==> src/rtl/shc_idle_pkg.sv <==
package shc_idle_pkg;

  typedef enum logic [1:0] {
    ST_RUN   = 2'd0,
    ST_DRAIN = 2'd1,
    ST_STBY  = 2'd2,
    ST_WAKE  = 2'd3
  } seq_state_e;

  // wake class that also brings the cores out of standby
  function automatic logic core_class_wake(input logic irq, input logic fiq,
                                           input logic dbg, input logic srst);
    return irq | fiq | dbg | srst;
  endfunction

  // wake class that only needs the shared subsystem
  function automatic logic sub_class_wake(input logic m_inact, input logic s_inact);
    return !m_inact || !s_inact;
  endfunction

endpackage

==> src/rtl/shc_out_cnt.sv <==
module shc_out_cnt #(
  parameter int CNT_W = 4
) (
  input  logic clk,
  input  logic rst_n,
  input  logic gate_open,
  input  logic req_vld,
  input  logic rsp,
  output logic acc,
  output logic is_zero
);
  localparam logic [CNT_W-1:0] CMAX = {CNT_W{1'b1}};

  logic [CNT_W-1:0] cnt;
  logic             full;

  function automatic logic [CNT_W-1:0] step(input logic [CNT_W-1:0] cur,
                                            input logic inc, input logic dec);
    logic [CNT_W-1:0] r;
    case ({inc, dec})
      2'b10:   r = cur + 1'b1;
      2'b01:   r = cur - 1'b1;
      default: r = cur;
    endcase
    return r;
  endfunction

  assign full    = (cnt == CMAX);
  assign is_zero = (cnt == '0);
  assign acc     = req_vld && gate_open && !full;

  always_ff @(posedge clk or negedge rst_n) begin
    if (!rst_n) cnt <= '0;
    else        cnt <= step(cnt, acc, rsp);
  end


  no_underflow_chk: assert property (@(posedge clk) disable iff (!rst_n)
    rsp |-> !is_zero);


  hold_at_max_chk: assert property (@(posedge clk) disable iff (!rst_n)
    (full && !rsp) |=> full);

endmodule

==> src/rtl/shc_idle_fsm.sv <==
module shc_idle_fsm
  import shc_idle_pkg::*;
#(
  parameter int N_CORE = 4
) (
  input  logic              clk,
  input  logic              rst_n,
  input  logic [N_CORE-1:0] core_stby,
  input  logic              m_inact,
  input  logic              s_inact,
  input  logic              core_ev,
  input  logic              cnt_zero,
  input  logic              clk_en,
  output seq_state_e        state,
  output logic              sub_stby,
  output logic              core_wake,
  output logic              wake_clk_req
);
  seq_state_e nxt;
  logic all_stby, sub_ev, entry_ok, drain_abort, core_wake_d;

  assign all_stby = &core_stby;
  assign sub_ev   = sub_class_wake(m_inact, s_inact);
  assign entry_ok = all_stby && !sub_ev && !core_ev;

  always_comb begin
    nxt         = state;
    drain_abort = 1'b0;
    core_wake_d = 1'b0;
    unique case (state)
      ST_RUN:   if (entry_ok) nxt = ST_DRAIN;
      ST_DRAIN: begin
        if (!entry_ok) begin
          nxt         = ST_RUN;
          drain_abort = 1'b1;
        end else if (cnt_zero) begin
          nxt = ST_STBY;
        end
      end
      ST_STBY: if (core_ev || sub_ev) begin
        nxt         = ST_WAKE;
        core_wake_d = core_ev;
      end
      ST_WAKE:  if (clk_en) nxt = ST_RUN;
      default:  nxt = ST_RUN;
    endcase
  end

  always_ff @(posedge clk or negedge rst_n) begin
    if (!rst_n) begin
      state     <= ST_RUN;
      core_wake <= 1'b0;
    end else begin
      state     <= nxt;
      core_wake <= core_wake_d;
    end
  end

  assign sub_stby     = (state == ST_STBY);
  assign wake_clk_req = (state == ST_WAKE);


  stby_quiet_chk: assert property (@(posedge clk) disable iff (!rst_n)
    sub_stby |-> cnt_zero);


  stby_entry_chk: assert property (@(posedge clk) disable iff (!rst_n)
    $rose(sub_stby) |-> $past(all_stby && m_inact && s_inact));


  abort_chk: assert property (@(posedge clk) disable iff (!rst_n)
    drain_abort |=> (state == ST_RUN) && !core_wake);


  core_wake_pulse_chk: assert property (@(posedge clk) disable iff (!rst_n)
    core_wake |=> !core_wake);


  core_wake_src_chk: assert property (@(posedge clk) disable iff (!rst_n)
    core_wake |-> $past(sub_stby) && !sub_stby);


  clk_req_chk: assert property (@(posedge clk) disable iff (!rst_n)
    (wake_clk_req && clk_en) |=> !wake_clk_req);

endmodule

==> src/rtl/shc_idle_seq.sv <==
module shc_idle_seq
  import shc_idle_pkg::*;
#(
  parameter int N_CORE = 4,
  parameter int CNT_W  = 4
) (
  input  logic              clk,
  input  logic              rst_n,
  input  logic [N_CORE-1:0] core_stby,
  input  logic              mst_inact,
  input  logic              slv_inact,
  input  logic              mst_req_vld,
  input  logic              mst_rsp,
  input  logic              slv_req_vld,
  input  logic              slv_rsp,
  input  logic              irq,
  input  logic              fiq,
  input  logic              dbg_ev,
  input  logic              soft_rst,
  input  logic              clk_en,
  output logic              mst_req_acc,
  output logic              slv_req_acc,
  output logic              sub_stby,
  output logic              core_wake,
  output logic              wake_clk_req
);
  localparam int N_PORT = 2;

  seq_state_e      state;
  logic [N_PORT-1:0] p_vld, p_rsp, p_inact, p_acc, p_zero;
  logic            core_ev, cnt_zero;

  assign p_vld   = {slv_req_vld, mst_req_vld};
  assign p_rsp   = {slv_rsp, mst_rsp};
  assign p_inact = {slv_inact, mst_inact};
  assign core_ev = core_class_wake(irq, fiq, dbg_ev, soft_rst);

  for (genvar g = 0; g < N_PORT; g++) begin : g_port
    shc_out_cnt #(.CNT_W(CNT_W)) u_cnt (
      .clk      (clk),
      .rst_n    (rst_n),
      .gate_open((state == ST_RUN) && !p_inact[g]),
      .req_vld  (p_vld[g]),
      .rsp      (p_rsp[g]),
      .acc      (p_acc[g]),
      .is_zero  (p_zero[g])
    );
  end

  assign cnt_zero    = &p_zero;
  assign mst_req_acc = p_acc[0];
  assign slv_req_acc = p_acc[1];

  shc_idle_fsm #(.N_CORE(N_CORE)) u_fsm (
    .clk         (clk),
    .rst_n       (rst_n),
    .core_stby   (core_stby),
    .m_inact     (mst_inact),
    .s_inact     (slv_inact),
    .core_ev     (core_ev),
    .cnt_zero    (cnt_zero),
    .clk_en      (clk_en),
    .state       (state),
    .sub_stby    (sub_stby),
    .core_wake   (core_wake),
    .wake_clk_req(wake_clk_req)
  );


  no_accept_idle_chk: assert property (@(posedge clk) disable iff (!rst_n)
    (sub_stby || state == ST_DRAIN) |-> (p_acc == '0));


  mst_gate_chk: assert property (@(posedge clk) disable iff (!rst_n)
    mst_inact |-> !mst_req_acc);


  slv_gate_chk: assert property (@(posedge clk) disable iff (!rst_n)
    slv_inact |-> !slv_req_acc);

endmodule

==> config.mk <==
export PLATFORM = sky130hd
export DESIGN_NAME = shc_idle_seq
export DESIGN_NICKNAME = d
export VERILOG_FILES = /design/src/rtl/shc_idle_pkg.sv /design/src/rtl/shc_out_cnt.sv /design/src/rtl/shc_idle_fsm.sv /design/src/rtl/shc_idle_seq.sv
export SDC_FILE = /design/constraint.sdc
export NUM_CORES = 1
export LEC_CHECK = 0
export ABC_AREA = 1
export CAP_MARGIN = 20
export CORE_UTILIZATION = 30
export DETAILED_ROUTE_END_ITERATION = 12
export PLACE_DENSITY = 0.6
export SLEW_MARGIN = 20
export SYNTH_ARGS = -nofsm -noshare
export SYNTH_HDL_FRONTEND = slang
export SYNTH_SLANG_ARGS = --single-unit
==> constraint.sdc <==
create_clock -name clk -period 3 [get_ports clk]
set_input_delay 0.45 -clock clk [delete_from_list [all_inputs] [get_ports clk]]
set_output_delay 0.45 -clock clk [all_outputs]
set_load 0.01 [all_outputs]
==> out/summary.txt <==
=================================================================================
Run status                                                           finished, final reports clean
Max Fanout on Critical Path                                                     5
Cell-by-cell listing of the critical path                            clkdlybuf4s50_1 > inv_1 > nor2_1 > and3_1 > inv_1 > ha_1 > ha_1 > a21oi_1 > nand2_1 > a21oi_1 > o21ai_1 > xnor2_1
Setup-failing EPs final                                                         0
Critical-path cell with the highest stage delay                      sky130_fd_sc_hd__clkdlybuf4s50_1
Number of cells traversed by the worst register-to-register path               10
Worst setup SP type                                                     input pin
Clock share of power                                                        15.4%
Maximum number of pins on one net before global-route repair                   12
Number of clock sinks seen by CTS                                              11
Via count                                                                     692
Worst slew slack as a fraction of its limit                                65.91%
Clock buffer depth                                                              2
Net switching share of the total power                                     39.95%
Share of Yosys cell area claimed by the top area cell type                 34.76%
Unrepaired setup endpoints after global routing                                no
Total of buffers placed on input and output ports                              21
Total placed instance area                                              1040 um^2
Number of synthesized register bits                                            11
Hold Crit Class                                                      input pin to asynchronous set/reset pin
Cell Int Power                                                          0.3986 mW
Power share of the sequential group                                         42.2%
Initial detailed-routing violation count                                       11
Number of global-route vias before repair                                     672
Post-CTS setup-driven buffer insertion count                                    0
Average cell area after synthesis                                      7.689 um^2
Final critical-path required period                                      2.278 ns
Number of inserted filler cells in the final layout                           252
Power density of the placed cells                                    621.9 nW/um^2
Width of the die                                                         53.38 um
FMAX                                                                   0.4389 GHz
Global-route wire length before repair                                   2.663 mm
Root Buffer Master                                                   sky130_fd_sc_hd__clkbuf_4
Clock tree from TritonCTS                                                    done
Initial cell density of the core                                           31.97%
Ratio of routed vias to standard cells                                      4.380
Lkg Pwr                                                                 0.5141 nW
Total power consumption of the routed design                            0.6638 mW
Residual DRC                                                                    0
Number of standard cells in the final layout excluding fillers                158
Total Routed Length                                                      1.584 mm
Net switching power figure                                              0.2652 mW
Ratio of cells with drive above 1 in the final layout                      8.594%
Antenna violations before repair                                                0
Post-place setup slack                                                  0.4288 ns
First-pass detailed-route iteration total                                       4
Reg-to-reg setup timing slack                                             0.81 ns
Number of hold violations in the final report                                   0
Number of gates resized after cts                                               0
Launch point of the critical path                                     slv_req_vld
Worst skew pair latency                                                   0.27 ns
Mean routed wirelength per cell                                          10.03 um
Maximum capacitance violations                                                  0
Count of flip-flops with a built-in enable after synthesis                      0
Net count of the finished layout                                              154
Kind of critical path                                                input pin to flop
Arrival time at the worst endpoint                                        2.44 ns
Overflow left after global routing                                              0
Worst IR Drop VDD                                                       0.4392 mV
Clock skew after layout                                              0.0008149 ns
Detail Placement HPWL                                                    1.305 mm
Number of nets with antenna violations after detailed routing                   0
Relative contribution of combinational cells to total power                 42.4%
Number of core rows                                                            18
Data required, critical path                                              3.16 ns
Peak per-stage delay on the critical path                                 0.46 ns
Full die area                                                           2849 um^2
Total routing usage reported by global routing                             13.11%
Top flip-flop cell by instance count after synthesis                 sky130_fd_sc_hd__dfrtp_1
Top-Level Pins                                                                 22
Cell area after synthesis                                              792.0 um^2
Final worst-path cycle share                                               75.95%
Antenna diode instance count                                                    0
Synth Warn #                                                                    0
Count of unique library cells instantiated by Yosys                            20
Height of the die                                                        53.38 um
Post-route standard cell area excluding fillers                         1067 um^2
Area growth from synthesis to layout                                       34.75%
Sequential fraction of the synthesis area                                  34.76%
Number of buffers created by CTS                                                3
Placed cell count                                                             154
Max-slew violations                                                             0
Clock slew at reported path FFs                                           0.07 ns
Setup TNS                                                                    0 ns
Final critical-path setup slack                                         0.7216 ns
Synthesized instance count                                                    103
Most common library cells after synthesis                            sky130_fd_sc_hd__inv_1, sky130_fd_sc_hd__nand2_1, sky130_fd_sc_hd__nor2_1
Library cell occupying the most area in the post-synthesis netlist   sky130_fd_sc_hd__dfrtp_1
Final RePlAce weighted congestion                                          0.7468
Floorplan core area                                                     2477 um^2
Largest cells by area after synthesis                                sky130_fd_sc_hd__dfrtp_1, sky130_fd_sc_hd__ha_1, sky130_fd_sc_hd__inv_1
Asr flop ratio synth                                                       100.0%
Syn nets                                                                      128
Post-cts hold buffer count                                                      0
Category of the worst setup path capture point                               flop
End of the critical path                                             g_port[1].u_cnt.cnt[3]
Slew at the pin closest to its max-slew limit                           0.5098 ns
Max H-tree Level                                                                1
End of the worst register-to-register path                           g_port[1].u_cnt.cnt[3]
=================================================================================
[kinds of logic after synthesis]
logic type,share of synthesized area [%]
xor gates and xnor gates,6.635
buffers and inverters,9.478
and+or+nand+nor,27.17
DFF,34.75
AOI/OAI and AO/OA,7.425
adders and majority gates,14.53
[final cells by class]
type                       instances  area (um^2)  area share, %
timing repair buffer              21        210.2          19.70
sequential                        11        275.3          25.79
inverter                          20        75.07          7.034
tap                               30        37.54          3.517
clock buffer                       3        22.52          2.110
multi-input combinational         72        441.7          41.38
clock inverter                     1        5.005         0.4689
[layer usage]
metal	wire length, um	track usage [%]	up-vias
li1	-	-	375
met1	734	15.53	294
met2	713	22.29	23
met3	136	5.747	0
met4	0	1.316	0
met5	0	0	-
[worst min-delay path by stage]
stage | start | cells after the start | slack (ns) | endpoint
after floorplan | rst_n | 0 | 0.15 | asynchronous set/reset pin
after global placement | g_port[0].u_cnt.cnt[3] | 1 | 0.49 | g_port[0].u_cnt.cnt[3]
after detailed placement | g_port[1].u_cnt.cnt[3] | 1 | 0.50 | g_port[1].u_cnt.cnt[3]
after CTS | g_port[1].u_cnt.cnt[3] | 1 | 0.51 | g_port[1].u_cnt.cnt[3]
after global routing | g_port[0].u_cnt.cnt[3] | 1 | 0.53 | g_port[0].u_cnt.cnt[3]
final | rst_n | 1 | 0.51 | asynchronous set/reset pin
[worst max-delay path, delay by kind of cell]
family | cells | cell delay [ns]
and+or+nand+nor | 3 | 0.39
xor gates and xnor gates | 1 | 0.12
AOI/OAI and AO/OA | 3 | 0.35
adders and majority gates | 2 | 0.58
buffers and inverters | 3 | 0.55
[state kept, by name, summed over array words and instances (netlist names), named ones only]
signal and cells:
u_fsm.state 1, u_fsm.core_wake 1, g_port.u_cnt.cnt 8
[placed cells by master (no fill, tap or decap), drive strengths merged]
cell type,instances
or2,1
nand4,3
xor2,2
o21ai,6
xnor2,4
dfrtp,11
nand2,18
and3,2
inv,20
nand3,9
clkdlybuf4s50,21
clkbuf,3
fa,2
nor2,14
a21oi,5
ha,6
clkinv,1
[stage by stage]
stage	util, %	hold WS [ns]
after global routing	43.08	0.5252
after detailed placement	41.97	0.4994
after floorplan	-	0.1544
final	43.08	0.5064
after CTS	43.08	0.5115
after global placement	41.97	0.4924
[power groups by stage]
stage | clock network (mW) | logic (mW) | registers (mW)
6_report | 0.102 | 0.282 | 0.280
5_1_grt | 0.113 | 0.333 | 0.290
4_1_cts | 0.107 | 0.287 | 0.279
3_5_place_dp | 0 | 0.286 | 0.281
3_3_place_gp | 0 | 0.277 | 0.281
2_1_floorplan | 0 | 0.219 | 0.263
Power figures use the tool's default switching activity.
